## config.mk

```make
export PLATFORM = sky130hd
export DESIGN_NAME = periph_power_gate
export DESIGN_NICKNAME = d
export VERILOG_FILES = /design/src/rtl/pg_pkg.sv /design/src/rtl/pg_bus_decode.sv /design/src/rtl/pg_gate_core.sv /design/src/rtl/periph_power_gate.sv
export SDC_FILE = /design/constraint.sdc
export NUM_CORES = 1
export LEC_CHECK = 0
export BUFFER_PORTS_ARGS = -buffer_cell sky130_fd_sc_hd__clkbuf_2
export CAP_MARGIN = 5
export CORE_MARGIN = 4
export CORE_UTILIZATION = 40
export CTS_CLUSTER_DIAMETER = 100
export DETAILED_ROUTE_END_ITERATION = 8
export HOLD_SLACK_MARGIN = 0.08
export PLACE_DENSITY = 0.93
export SLEW_MARGIN = 0
export SYNTH_ARGS = -nofsm -noshare
export SYNTH_HDL_FRONTEND = slang
export SYNTH_HIERARCHICAL = 1
export SYNTH_SLANG_ARGS = --single-unit
```

## constraint.sdc

```tcl
create_clock -name clk -period 2.2 [get_ports clk]
set_input_delay 0.33 -clock clk [delete_from_list [all_inputs] [get_ports clk]]
set_output_delay 0.33 -clock clk [all_outputs]
set_load 0.02 [all_outputs]
```

## src/rtl/pg_pkg.sv

```systemverilog
package pg_pkg;

  typedef enum logic [1:0] {
    CTL_SHUT  = 2'd0,
    CTL_EN    = 2'd1,
    CTL_IDLE  = 2'd2,
    CTL_SPARE = 2'd3
  } ctlReg_e;

  typedef struct packed {
    logic    ctlWrite;
    logic    ctlRead;
    ctlReg_e ctlReg;
    logic    slotWrite;
    logic    slotRead;
  } pgStrobe_t;

endpackage

```

## src/rtl/pg_bus_decode.sv

```systemverilog
module pg_bus_decode
  import pg_pkg::*;
#(
  parameter int NUM_SLOTS = 8,
  parameter int REG_W     = 2,
  parameter int SLOT_W    = 3,
  parameter int ADDR_W    = 6
) (
  input  logic                 busValid,
  input  logic                 busWrite,
  input  logic [ADDR_W-1:0]    busAddr,
  output pgStrobe_t            strobe,
  output logic [NUM_SLOTS-1:0] slotHit
);

  logic              ctlPage;
  logic [SLOT_W-1:0] slotIdx;

  assign ctlPage = busAddr[ADDR_W-1];
  assign slotIdx = busAddr[REG_W +: SLOT_W];

  always_comb begin
    strobe        = '0;
    strobe.ctlReg = ctlReg_e'(busAddr[1:0]);
    if (busValid) begin
      if (ctlPage) begin
        strobe.ctlWrite = busWrite;
        strobe.ctlRead  = !busWrite;
      end else begin
        strobe.slotWrite = busWrite;
        strobe.slotRead  = !busWrite;
      end
    end
  end

  for (genvar i = 0; i < NUM_SLOTS; i++) begin : g_hit
    assign slotHit[i] = busValid && !ctlPage && (slotIdx == SLOT_W'(i));
  end

endmodule

```

## src/rtl/pg_gate_core.sv

```systemverilog
module pg_gate_core
  import pg_pkg::*;
#(
  parameter int                   NUM_SLOTS = 8,
  parameter int                   DATA_W    = 16,
  parameter logic [NUM_SLOTS-1:0] HAS_EN    = '1
) (
  input  logic                        clk,
  input  logic                        rstN,
  input  logic                        sysIdle,
  input  pgStrobe_t                   strobe,
  input  logic [NUM_SLOTS-1:0]        slotHit,
  input  logic [DATA_W-1:0]           busWdata,
  input  logic [NUM_SLOTS*DATA_W-1:0] slotRdata,
  output logic [NUM_SLOTS-1:0]        slotSel,
  output logic [NUM_SLOTS-1:0]        clkEn,
  output logic [NUM_SLOTS-1:0]        regAccessEn,
  output logic [NUM_SLOTS-1:0]        funcEn,
  output logic [NUM_SLOTS-1:0]        regReset,
  output logic                        busReady,
  output logic [DATA_W-1:0]           busRdata
);

  logic [NUM_SLOTS-1:0] shutQ, shutNext, pendQ;
  logic [NUM_SLOTS-1:0] enEff, idleStopQ, haltIdle, wdMask;
  logic                 wrEn, wrIdle;
  logic [DATA_W-1:0]    ctlRd, slotRd;

  assign wdMask = busWdata[NUM_SLOTS-1:0];
  assign wrEn   = strobe.ctlWrite && (strobe.ctlReg == CTL_EN);
  assign wrIdle = strobe.ctlWrite && (strobe.ctlReg == CTL_IDLE);

  always_comb begin
    shutNext = shutQ;
    if (strobe.ctlWrite && (strobe.ctlReg == CTL_SHUT)) shutNext = wdMask;
  end

  always_ff @(posedge clk) begin
    if (!rstN) begin
      shutQ <= '0;
      pendQ <= '0;
    end else begin
      shutQ <= shutNext;
      pendQ <= shutQ & ~shutNext;
    end
  end

  for (genvar i = 0; i < NUM_SLOTS; i++) begin : g_slot
    logic idleQ;
    always_ff @(posedge clk) begin
      if (!rstN || shutQ[i] || pendQ[i]) idleQ <= 1'b0;
      else if (wrIdle) idleQ <= wdMask[i];
    end
    assign idleStopQ[i] = idleQ;

    if (HAS_EN[i]) begin : g_en
      logic enQ;
      always_ff @(posedge clk) begin
        if (!rstN || shutQ[i] || pendQ[i]) enQ <= 1'b0;
        else if (wrEn) enQ <= wdMask[i];
      end
      assign enEff[i] = enQ;
    end else begin : g_no_en
      assign enEff[i] = 1'b1;
    end
  end

  assign haltIdle    = {NUM_SLOTS{sysIdle}} & idleStopQ;
  assign clkEn       = ~shutQ & ~haltIdle;
  assign regAccessEn = ~shutQ & ~pendQ;
  assign funcEn      = clkEn & regAccessEn & enEff;
  assign regReset    = pendQ;
  assign slotSel     = (strobe.slotWrite || strobe.slotRead) ? (slotHit & regAccessEn) : '0;

  always_comb begin
    ctlRd = '0;
    unique case (strobe.ctlReg)
      CTL_SHUT:  ctlRd[NUM_SLOTS-1:0] = shutQ;
      CTL_EN:    ctlRd[NUM_SLOTS-1:0] = enEff;
      CTL_IDLE:  ctlRd[NUM_SLOTS-1:0] = idleStopQ;
      default:   ctlRd = '0;
    endcase
  end

  always_comb begin
    slotRd = '0;
    for (int i = 0; i < NUM_SLOTS; i++) begin
      if (slotSel[i]) slotRd = slotRd | slotRdata[i*DATA_W +: DATA_W];
    end
  end

  always_ff @(posedge clk) begin
    if (!rstN) begin
      busReady <= 1'b0;
      busRdata <= '0;
    end else begin
      busReady <= strobe.ctlWrite | strobe.ctlRead | strobe.slotWrite | strobe.slotRead;
      if (strobe.ctlRead)       busRdata <= ctlRd;
      else if (strobe.slotRead) busRdata <= slotRd;
      else                      busRdata <= '0;
    end
  end

endmodule

```

## src/rtl/periph_power_gate.sv

```systemverilog
module periph_power_gate
  import pg_pkg::*;
#(
  parameter int                   NUM_SLOTS = 8,
  parameter int                   DATA_W    = 16,
  parameter int                   REG_W     = 2,
  parameter logic [NUM_SLOTS-1:0] HAS_EN    = 8'h3F,
  localparam int                  SLOT_W    = (NUM_SLOTS > 1) ? $clog2(NUM_SLOTS) : 1,
  localparam int                  ADDR_W    = 1 + SLOT_W + REG_W
) (
  input  logic                        clk,
  input  logic                        rstN,
  input  logic                        sysIdle,
  input  logic                        busValid,
  input  logic                        busWrite,
  input  logic [ADDR_W-1:0]           busAddr,
  input  logic [DATA_W-1:0]           busWdata,
  output logic                        busReady,
  output logic [DATA_W-1:0]           busRdata,
  output logic [NUM_SLOTS-1:0]        slotSel,
  output logic                        slotWrite,
  output logic [REG_W-1:0]            slotRegAddr,
  output logic [DATA_W-1:0]           slotWdata,
  input  logic [NUM_SLOTS*DATA_W-1:0] slotRdata,
  output logic [NUM_SLOTS-1:0]        clkEn,
  output logic [NUM_SLOTS-1:0]        regAccessEn,
  output logic [NUM_SLOTS-1:0]        funcEn,
  output logic [NUM_SLOTS-1:0]        regReset
);

  pgStrobe_t            strobe;
  logic [NUM_SLOTS-1:0] slotHit;

  assign slotWrite   = busWrite;
  assign slotRegAddr = busAddr[REG_W-1:0];
  assign slotWdata   = busWdata;

  pg_bus_decode #(
    .NUM_SLOTS(NUM_SLOTS), .REG_W(REG_W), .SLOT_W(SLOT_W), .ADDR_W(ADDR_W)
  ) u_decode (
    .busValid(busValid), .busWrite(busWrite), .busAddr(busAddr),
    .strobe(strobe), .slotHit(slotHit)
  );

  pg_gate_core #(
    .NUM_SLOTS(NUM_SLOTS), .DATA_W(DATA_W), .HAS_EN(HAS_EN)
  ) u_core (
    .clk(clk), .rstN(rstN), .sysIdle(sysIdle), .strobe(strobe), .slotHit(slotHit),
    .busWdata(busWdata), .slotRdata(slotRdata), .slotSel(slotSel), .clkEn(clkEn),
    .regAccessEn(regAccessEn), .funcEn(funcEn), .regReset(regReset),
    .busReady(busReady), .busRdata(busRdata)
  );

endmodule

```

### Word level (Yosys, flattened, before mapping)

Cells that the tools add are included.

* register bits: 47
* word-level logic and storage cells: 103

* bitwise logic cells: 23
* muxes and demuxes: 17
* reduce and logical (&&, ||, !) cells: 35
* equal/unequal tests: 9

Operators with widths (number)
* $mux W16: 8
* $or A16 B16 Y16: 7
* $and A8 B8 Y8: 7
* $mux W8: 4
* $not A8 Y8: 4
* $pmux W8 S3: 1
* $logic_or A1 B1 Y1: 17
* $eq A3 B3 Y1 const B: 4
* $logic_and A1 B1 Y1: 12
* $mux W2: 4
* $eq A3 B2 Y1 const B: 2
* $eq A3 B1 Y1 const B: 1
* $logic_not A1 Y1: 3
* $logic_not A3 Y1: 1
* $or A1 B1 Y1: 3
* $reduce_or A3 Y1: 1
* $eq A2 B1 Y1 const B: 1
* $eq A2 B2 Y1 const B: 1
* $logic_not A2 Y1: 1
* $not A1 Y1: 2

### Longest topological paths before layout

Gate-level depths: netlist of the first run.

* depth in word-level cells: 22
* depth in mapped cells: 9
* depth with buffers taken out: 7

### Modules after synthesis

The synthesis of the first run kept the hierarchy.

By module, submodules not included
* pg_gate_core: sequential area each 940.9 µm², times used 1, cells each 301, area an instance 2647.5 µm²
* periph_power_gate: sequential area each 0.0 µm², times used 1, cells each 19, area an instance 142.6 µm²
* pg_bus_decode: sequential area each 0.0 µm², times used 1, cells each 20, area an instance 118.9 µm²

### Worst setup path after synthesis of the first run

Ideal clock, no wire load.

* kind: input port to flip-flop
* from: input port busWrite
* to: register u_core.busRdata[14]
* slack: 0.301 ns
* cell stages on the path: 9
* arrival time: 1.766 ns
* path through: and3b_2 > or2_1 > buf_2 > and3_1 > buf_6 > buf_6 > a22o_1 > a221oi_2 > a31oi_1

* elaborated cells between the ends (all ways): 24
* those cells by class: 13 x mux; 8 x bitwise; 3 x reduce/logical

RTL lines
* from (decl): RTL line periph_power_gate.sv:15 `input logic busWrite,`
* $logic_not A1 Y1: RTL line pg_bus_decode.sv:31 `strobe.slotRead = !busWrite;`
* $mux W2 *: RTL line pg_bus_decode.sv:26 `if (ctlPage) begin`
* $mux W2 *: RTL line pg_bus_decode.sv:25 `if (busValid) begin`
* $logic_or A1 B1 Y1 *: RTL line pg_gate_core.sv:73 `assign slotSel = (strobe.slotWrite || strobe.slotRead) ? (slotHit & regAccessEn) : '0;`
* $mux W8 *: RTL line pg_gate_core.sv:73
* via slotSel[4]: RTL line periph_power_gate.sv:20 `output logic [NUM_SLOTS-1:0] slotSel,`
* $mux W16 *: RTL line pg_gate_core.sv:88 `if (slotSel[i]) slotRd = slotRd | slotRdata[i*DATA_W +: DATA_W];`
* $or A16 B16 Y16: RTL line pg_gate_core.sv:88
* $mux W16 *: RTL line pg_gate_core.sv:88
* $or A16 B16 Y16: RTL line pg_gate_core.sv:88
* $mux W16 *: RTL line pg_gate_core.sv:88
* $or A16 B16 Y16: RTL line pg_gate_core.sv:88
* $mux W16 *: RTL line pg_gate_core.sv:88
* to (signal assigned): RTL line pg_gate_core.sv:98 `if (strobe.ctlRead) busRdata <= ctlRd;`
* to (signal assigned): RTL line pg_gate_core.sv:99 `else if (strobe.slotRead) busRdata <= slotRd;`
* to (decl): RTL line pg_gate_core.sv:21 `output logic [DATA_W-1:0] busRdata`

Mark *: on every way through the listed nets, which the timed path passes. The rest lies on a longest branch.
A chain may end at the register's enable or synchronous reset.

==> results of run 1 <==
[how the worst max path moves through the flow]
| stage | endpoint | start |
|---|---|---|
| finish | slotSel[7] | busAddr[5] |
| CTS | slotSel[4] | busAddr[5] |
| global placement | u_core/busRdata[7] | busAddr[5] |
| floorplan | u_core/busRdata[14] | busWrite |
| global route | slotSel[7] | busAddr[5] |
| detailed placement | u_core/busRdata[7] | busAddr[5] |
[routing by layer]
metal | track usage (%) | up-vias
met2 | 51.7 | 249
met1 | 37.4 | 1675
met3 | 7.56 | 46
met5 | 0 | -
met4 | 14.3 | 0
li1 | - | 1660
[stage by stage]
stage | setup TNS (ns) | setup WS [ns] | power (uW) | utilization, % | area (um2)
detailed placement | -0.188 | -0.0416 | 1210 | 58.2 | 4040
floorplan | 0 | 0.301 | 1030 | - | 2910
global placement | 0 | 0.00317 | 1210 | 58.2 | 4040
finish | 0 | 0.139 | 1770 | 59.9 | 4160
CTS | 0 | 0.00227 | 1770 | 59.6 | 4140
global route | 0 | 0.0771 | 1820 | 59.9 | 4160
[state kept, by name, summed over array words and instances (netlist names)]
register	flops
u_core/shutQ	8
u_core/regReset	8
u_core/busReady	1
u_core/g_slot.idleQ	8
u_core/g_slot.g_en.enQ	6
u_core/busRdata	16
[cell type report]
| type | count | area (um2) |
|---|---|---|
| Timing Repair Buffer | 240 | 1330 |
| Clock buffer | 7 | 86.3 |
| Sequential cell | 47 | 941 |
| Multi-Input combinational cell | 244 | 1660 |
| Clock inverter | 1 | 8.76 |
| Tap cell | 96 | 120 |
| Antenna cell | 3 | 7.51 |
| Fill cell | 624 | 2790 |
[power by group through the flow]
stage	clock [uW]	sequential [uW]	combinational, uW
detailed placement	0	883	328
CTS	574	863	330
global placement	0	883	326
global route	603	865	355
finish	566	864	336
floorplan	0	885	147
[worst max-delay path: stages]
cell and delay [ns]:
clkbuf_2 0.10, buf_4 0.14, nor3b_2 0.21, or2_4 0.20, buf_4 0.12, and3_1 0.27
buf_12 0.18, clkbuf_2 0.18
[cell usage in the layout (no fill, tap or decap), types with 3 or more instances in the layout]
cell type	n
nor2_1	33
nand2_1	25
a221oi_2	11
clkbuf_8	6
a31oi_1	8
nor2b_1	9
and3_1	20
a22oi_1	34
a22o_1	15
nand3b_1	3
buf_12	5
a221oi_1	4
buf_4	21
a21oi_1	22
o22ai_1	8
clkbuf_2	214
nand3_1	7
nor3b_1	8
mux2i_1	22
diode_2	3
dfxtp_1	47
[logic make-up (layout without fill, tap and decap cells)]
group | after synthesis | after routing | synth area share (%)
flip-flops | 47 | 47 | 32.3
buffers and inverters | 49 | 248 | 11.0
other | 0 | 3 | 0
AND/OR/NAND/NOR | 117 | 117 | 20.9
AO/OA/AOI/OAI | 105 | 105 | 28.2
multiplexers | 22 | 22 | 7.57
[what timing repair did]
action                     CTS  global route
resized for setup            1             3
setup endpoints to repair    1             5
gates cloned                 0             0
==> results.toml, run 1 <==
[status]
status = "completed"

[timing]
worst_slew_pin_slew_ns = 0.602
fin_worst_skew_ns = 0.00814
setup_viol = 0
finalCritPeriodShare_pct = 93.7
rsz0062_at_grt = "no"
post-route-min-period_ns = 2.06
slew_headroom_pct = 59.8
worst_hold_slack_ns = 0.237
hold_violations = 0
fmax_ghz = 0.485
drv_slew = 0

[floorplanning]
io_pins = 231
dieWidth_um = 93.3
dieArea_um2 = 8700
dieHeight_um = 93.3
start_util_pct = 41.9
core_region_area_um2 = 6940
core.rowCount = 30

[yosys]
synthArstFlopShare_pct = 0
ys_ff_latch = 47
yosysSeqAreaShare_pct = 32.3
synthCells = 340
syn_avg_cell_area_um2 = 8.56
synth_edf_count = 0
synth_common_cells = "dfxtp_1 (47), a22oi_1 (34), nor2_1 (33)"
synth_nets = 495
synth_top_area_share_pct = 32.3
syn_area_um2 = 2910
synth_most_common_cell = "dfxtp_1"
synth_area_leaders = "dfxtp_1 (32%), a22oi_1 (8.8%), mux2i_1 (7.6%), a221oi_2 (5.7%), buf_4 (5.4%)"
synth_top_area_cell = "dfxtp_1"
ys_warn_count = 6
synth.distinct_cells = 30
synth-main-ff-cell = "dfxtp_1"

[worst_setup_path]
cp-start-kind = "input pin"
cp_data_required_time_ns = 1.87
path_max_fanout = 14
rr_startpoint = "u_core/shutQ[0]"
critPathCaptureType = "output pin"
path_class = "input pin to output pin"
r2r_end = "u_core/busRdata[1]"
rr_worst_depth = 6
rrSetupSlack_ns = 0.40
arrival_ns = 1.73

[power_and_ir_drop]
p_switching_uw = 494
seq_power_share_pct = 48.9
swShare_pct = 28.0
pwr-share-comb_pct = 19.0
p_int_uw = 1270
pwr-share-clk_pct = 32.1
ir_worst_vdd_mv = 0.255
p_leak_uw = 0.00197
power.density_nw_per_um2 = 425

[clock_tree]
clk_latency_ns = 0.31
cts_hold_buf = 0
htreeDepth = 2
path_clk_slew_ns = 0.10
cts_tree = "built"
cts_setup_buffers = 0
root_buffer = "clkbuf_8"
cts_buffers = 5
clk_path_buf_depth = 2
cts_sinks = 47

[grt]
grt_usage_pct = 31.0
first_global_vias = 3662
grt_max_degree = 21
antenna_found_initial = 3
grt_pass1_wl_mm = 20.5
grt_overflow = 0

[detailed_routing]
drt_wl_total_mm = 14.2
dr_total_vias = 3630
firstDrtPassIters = 5
avgViaCountPerCell = 5.69
route.met2.wl_mm = 6.88
dr_wl_met3_mm = 1.49
m1WireLength_mm = 5.27
drt_iter0_markers = 251
highest_layer = "met4"
final_antenna_net_count = 0
drc = 0
avgRoutedWirePerCell_um = 22.3

[min_path]
min_to = "u_core/regReset[6]"
holdCritStartpoint = "busWdata[6]"
whs_path_depth = 2
hp-class = "input pin to register"

[layout]
drive_gt1_share_pct = 49.4
fin_cells = 638
area_delta_synth_final_pct = 42.9
nets = 693

[place]
gp_congestion = 1.05
io_buffers = 214
dpl.cell_count = 627
dpl.hpwl_mm = 11.7

[run]
drv_cap = 0
Note: power is estimated with default switching activity, not from simulation.
==> inputs of run 2 (changes only) <==
--- a/config.mk
+++ b/config.mk
@@ -12,7 +12,7 @@
 export CTS_CLUSTER_DIAMETER = 100
 export DETAILED_ROUTE_END_ITERATION = 8
 export HOLD_SLACK_MARGIN = 0.08
-export PLACE_DENSITY = 0.93
+export PLACE_DENSITY = 0.81
 export SLEW_MARGIN = 0
 export SYNTH_ARGS = -nofsm -noshare
 export SYNTH_HDL_FRONTEND = slang
==> results.toml, run 2 (synthesis results as in run 1) <==
[status]
status = "completed"

[power_and_ir_drop]
pwr-share-comb_pct = 16.8
seq_power_share_pct = 45.9
pwr-share-clk_pct = 37.4
p_switching_uw = 503
p_int_uw = 1380
ir_worst_vdd_mv = 0.228
p_leak_uw = 0.00195
power.density_nw_per_um2 = 456
swShare_pct = 26.7

[worst_setup_path]
cp_data_required_time_ns = 1.87
critPathMaxStageDelay_ns = 0.38
path_max_fanout = 9
r2r_end = "u_core/busRdata[3]"
crit_chain = "clkbuf_2, nor3b_1, or2_1, and3_1, buf_4, clkbuf_2"
path_class = "input pin to output pin"
rr_worst_depth = 6
cpMostUsedCell = "clkbuf_2"
critPathCaptureType = "output pin"
arrival_ns = 1.77
crit_slowest_cell = "and3_1"
cp_top_family = "simple AND/OR/NAND/NOR gates"
cp-start-kind = "input pin"
rr_startpoint = "u_core/shutQ[6]"
cp_num_buf_inv = 3
rrSetupSlack_ns = 0.42

[timing]
finalCritPeriodShare_pct = 95.3
fin_tns_setup_ns = 0
drv_slew = 0
worst_slew_pin_slew_ns = 0.425
fmax_ghz = 0.477
slew_headroom_pct = 71.6
post-route-min-period_ns = 2.10
hold_violations = 0
rsz0062_at_grt = "no"
setup_viol = 0
fin_worst_skew_ns = 0.00512
worst_hold_slack_ns = 0.225

[clock_tree]
cts_setup_buffers = 0
root_buffer = "clkbuf_8"
cts_sinks = 47
clk_latency_ns = 0.31
htreeDepth = 2
postCtsResizedCells = 0
clk_path_buf_depth = 2
cts_buffers = 5
cts_hold_buf = 0
path_clk_slew_ns = 0.10
cts_tree = "built"

[detailed_routing]
drt_iter0_markers = 196
final_antenna_net_count = 0
firstDrtPassIters = 4
dr_total_vias = 3522
drc = 0
avgRoutedWirePerCell_um = 20.4
avgViaCountPerCell = 5.59
drt_wl_total_mm = 12.9

[layout]
drive_gt1_share_pct = 48.5
fin_area_um2 = 4130
insertedDiodeCount = 0
area_delta_synth_final_pct = 41.9
largest_reg_flops = 16
fin_cells = 630
largest_register = "u_core/busRdata"
final_common_cell = "clkbuf_2"
layout_common_cells = "clkbuf_2 (214), dfxtp_1 (47), a22oi_1 (34), nor2_1 (33), nand2_1 (25)"
fillers = 636
nets = 688

[min_path]
min_to = "u_core/regReset[6]"
hp-class = "input pin to register"
whs_path_depth = 2
holdCritStartpoint = "busWdata[6]"

[floorplanning]
io_pins = 231
dieArea_um2 = 8700
start_util_pct = 41.9
dieHeight_um = 93.3
core_region_area_um2 = 6940
dieWidth_um = 93.3
core.rowCount = 30

[place]
gp_congestion = 0.914
place_area_um2 = 4010
dpl.cell_count = 622
io_buffers = 214
dpl.hpwl_mm = 10.5

[run]
drv_cap = 0

[grt]
grt_overflow = 0
grt_pass1_wl_mm = 18.5
grt_usage_pct = 27.9
grt_max_degree = 21
first_global_vias = 3420
antenna_found_initial = 0
run 2: layout make-up:
class | count | area [um2] | area share, %
multi-input cells | 244 | 1660 | 40.1
repair buffers | 235 | 1290 | 31.3
flip-flops and latches | 47 | 941 | 22.8
well taps | 96 | 120 | 2.91
clock buffers | 6 | 82.6 | 2.00
clock inverters | 2 | 38.8 | 0.939
run 2: how the worst max path moves through the flow:
| stage | start | endpoint | slack [ns] | cells past startpoint |
|---|---|---|---|---|
| after floorplan | busWrite | u_core/busRdata[14] | 0.30 | 9 |
| after global placement | busWrite | u_core/busRdata[6] | 0.07 | 8 |
| after detailed placement | busWrite | slotSel[4] | 0.03 | 6 |
| after CTS | busWrite | slotSel[4] | 0.03 | 6 |
| after global routing | busWrite | slotSel[2] | 0.004 | 6 |
| final | busWrite | slotSel[2] | 0.10 | 6 |
run 2: per-stage QoR:
step	util [%]	total power (uW)	worst slack, ns
6_report	59.5	1880	0.103
5_1_grt	59.5	1950	0.00431
4_1_cts	59.4	1900	0.0252
3_5_place_dp	57.7	1200	0.0304
3_3_place_gp	57.7	1200	0.0655
2_1_floorplan	-	1030	0.301
run 2: worst register-to-register path, cell delays in order, from the launching register on:
cell	delay [ns]
dfxtp_1	0.37
nor2_1	0.32
and3_1	0.36
buf_12	0.19
a22oi_1	0.11
and3_1	0.21
o22ai_1	0.15
run 2: power groups by stage:
stage	combinational [uW]	sequential, uW	clock [uW]
2_1_floorplan	147	885	0
3_3_place_gp	313	883	0
3_5_place_dp	314	884	0
4_1_cts	315	864	718
5_1_grt	341	865	741
6_report	316	864	704
run 2: routing by layer:
metal | vias to the layer above | track usage, % | wire length, um
met5 | - | 0 | 0
met4 | 0 | 8.79 | 287
met3 | 29 | 6.36 | 1170
met2 | 199 | 48.1 | 6470
met1 | 1652 | 34.2 | 4950
li1 | 1642 | - | -
==> inputs of run 3 (changes only) <==
--- a/config.mk
+++ b/config.mk
@@ -8,11 +8,11 @@
 export BUFFER_PORTS_ARGS = -buffer_cell sky130_fd_sc_hd__clkbuf_2
 export CAP_MARGIN = 5
 export CORE_MARGIN = 4
-export CORE_UTILIZATION = 40
+export CORE_UTILIZATION = 36
 export CTS_CLUSTER_DIAMETER = 100
 export DETAILED_ROUTE_END_ITERATION = 8
 export HOLD_SLACK_MARGIN = 0.08
-export PLACE_DENSITY = 0.81
+export PLACE_DENSITY = 0.77
 export SLEW_MARGIN = 0
 export SYNTH_ARGS = -nofsm -noshare
 export SYNTH_HDL_FRONTEND = slang
==> constraint.sdc (replaced) <==
create_clock -name clk -period 1.7 [get_ports clk]
set_input_delay 0.255 -clock clk [delete_from_list [all_inputs] [get_ports clk]]
set_output_delay 0.255 -clock clk [all_outputs]
set_load 0.02 [all_outputs]
==> results.toml, run 3 (synthesis results as in run 1) <==
[layout]
multi_input_area_um2 = 1770
layout_common_cells = "clkbuf_2 (204), buf_4 (53), dfxtp_1 (46), a22oi_1 (34), nand2_1 (25)"
final_common_cell = "clkbuf_2"
largest_reg_flops = 16
nets = 726
drive_gt1_share_pct = 55.9
ff_latch_area_um2 = 942
fin_cells = 674
area_delta_synth_final_pct = 56.9
fin_area_um2 = 4560
insertedDiodeCount = 0
fillers = 744
largest_register = "u_core/busRdata"

[timing]
drv_slew = 0
post-route-min-period_ns = 1.67
setup_viol = 0
finalCritPeriodShare_pct = 98.1
fin_ws_ns = 0.0323
rsz0062_at_grt = "yes"
fin_tns_setup_ns = 0
hold_violations = 0
fmax_ghz = 0.600
slew_headroom_pct = 73.3
worst_slew_pin_slew_ns = 0.400
fin_worst_skew_ns = 0.00968

[detailed_routing]
final_antenna_net_count = 0
drt_wl_total_mm = 13.2
dr_total_vias = 3585
drc = 0
drt_iter0_markers = 199
avgViaCountPerCell = 5.32
firstDrtPassIters = 5
avgRoutedWirePerCell_um = 19.6

[clock_tree]
root_buffer = "clkbuf_8"
path_clk_slew_ns = 0.10
cts_hold_buf = 0
htreeDepth = 2
clk_path_buf_depth = 2
cts_sinks = 47
clk_latency_ns = 0.31
cts_tree = "built"
cts_buffers = 5

[worst_setup_path]
critPathCaptureType = "output pin"
path_class = "input pin to output pin"
critPathCapture = "slotSel[2]"
rr_startpoint = "u_core/shutQ[5]"
arrival_ns = 1.41
path_max_fanout = 6
r2r_end = "u_core/busRdata[5]"
crit_path_start = "busValid"
cp-start-kind = "input pin"
rrSetupSlack_ns = 0.10
cp_data_required_time_ns = 1.44
rr_worst_depth = 7

[floorplanning]
start_util_pct = 37.3
core_region_area_um2 = 7810
dieWidth_um = 97.9
core.rowCount = 32
io_pins = 231
dieArea_um2 = 9580
dieHeight_um = 97.9

[place]
dpl.hpwl_mm = 10.7
place_area_um2 = 4210
place_ws_ns = -0.250
io_buffers = 214
gp_congestion = 0.925
dpl.cell_count = 650

[grt]
grt_usage_pct = 25.6
first_global_vias = 3573
antenna_found_initial = 0
grt_pass1_wl_mm = 19.3
grt_overflow = 0
grt_max_degree = 18

[min_path]
hp-class = "input pin to register"

[power_and_ir_drop]
p_leak_uw = 0.00216
power.density_nw_per_um2 = 501
finalPower_uw = 2280
ir_worst_vdd_mv = 0.348

[run]
drv_cap = 0

[status]
status = "completed"
==> run 3: changes by cell type in the layout (fill, tap and decap cells not counted), moves of 6 or more <==
cell,delta
nor2_1,-10
and3_1,-6
clkbuf_2,-10
and3_4,+7
buf_6,+7
nor2_2,+8
buf_4,+37
==> run 3: layer usage <==
metal  part of all wire [%]  GRT usage [%]  vias up
met3                    7.5           4.79       22
met1                     41           32.5     1669
met4                    2.0           7.03        0
met2                     50           44.1      167
li1                       -              -     1727
met5                      0              0        -
==> run 3: final cells by class <==
class                      count  share of cell area [%]
multi-input combinational    245                    38.7
timing repair buffer         272                    35.9
sequential                    47                    20.6
tap                          102                    2.80
clock buffer                   6                    1.59
clock inverter                 2                   0.356
==> run 3: how the worst min path moves through the flow <==
stage                              startpoint                         to  slack [ns]  depth (start not counted)
finish                            busWdata[6]         u_core/regReset[6]        0.14                          2
global route                      busWdata[6]         u_core/regReset[6]        0.16                          2
CTS                               busWdata[6]         u_core/regReset[6]        0.14                          2
detailed placement  u_core/g_slot[3].g_en.enQ  u_core/g_slot[3].g_en.enQ        0.46                          2
global placement    u_core/g_slot[5].g_en.enQ  u_core/g_slot[5].g_en.enQ        0.45                          2
floorplan                         busWdata[0]         u_core/regReset[0]        0.33                          1
==> run 3: stage by stage <==
step,utilization [%],hold slack [ns]
2_1_floorplan,-,0.331
3_3_place_gp,54.0,0.452
3_5_place_dp,54.0,0.463
4_1_cts,55.8,0.143
5_1_grt,58.4,0.164
6_report,58.4,0.143
==> run 3: power breakdown <==
part	internal (uW)	switching, uW
Clock	297	425
Sequential	1110	7.65
Combinational	217	227
Total	1620	660
==> run 3: repair_timing <==
item,CTS,global route
setup buffers,2,14
cloned,0,1
endpoints found under the setup margin,8,13
gates resized for setup,12,39
pin swaps,0,12
==> run 3: worst max-delay path, stage by stage <==
cell and delay [ns]:
clkbuf_2 0.11, or3b_4 0.43, nor2_2 0.13, and3_4 0.21
buf_6 0.13, buf_4 0.14
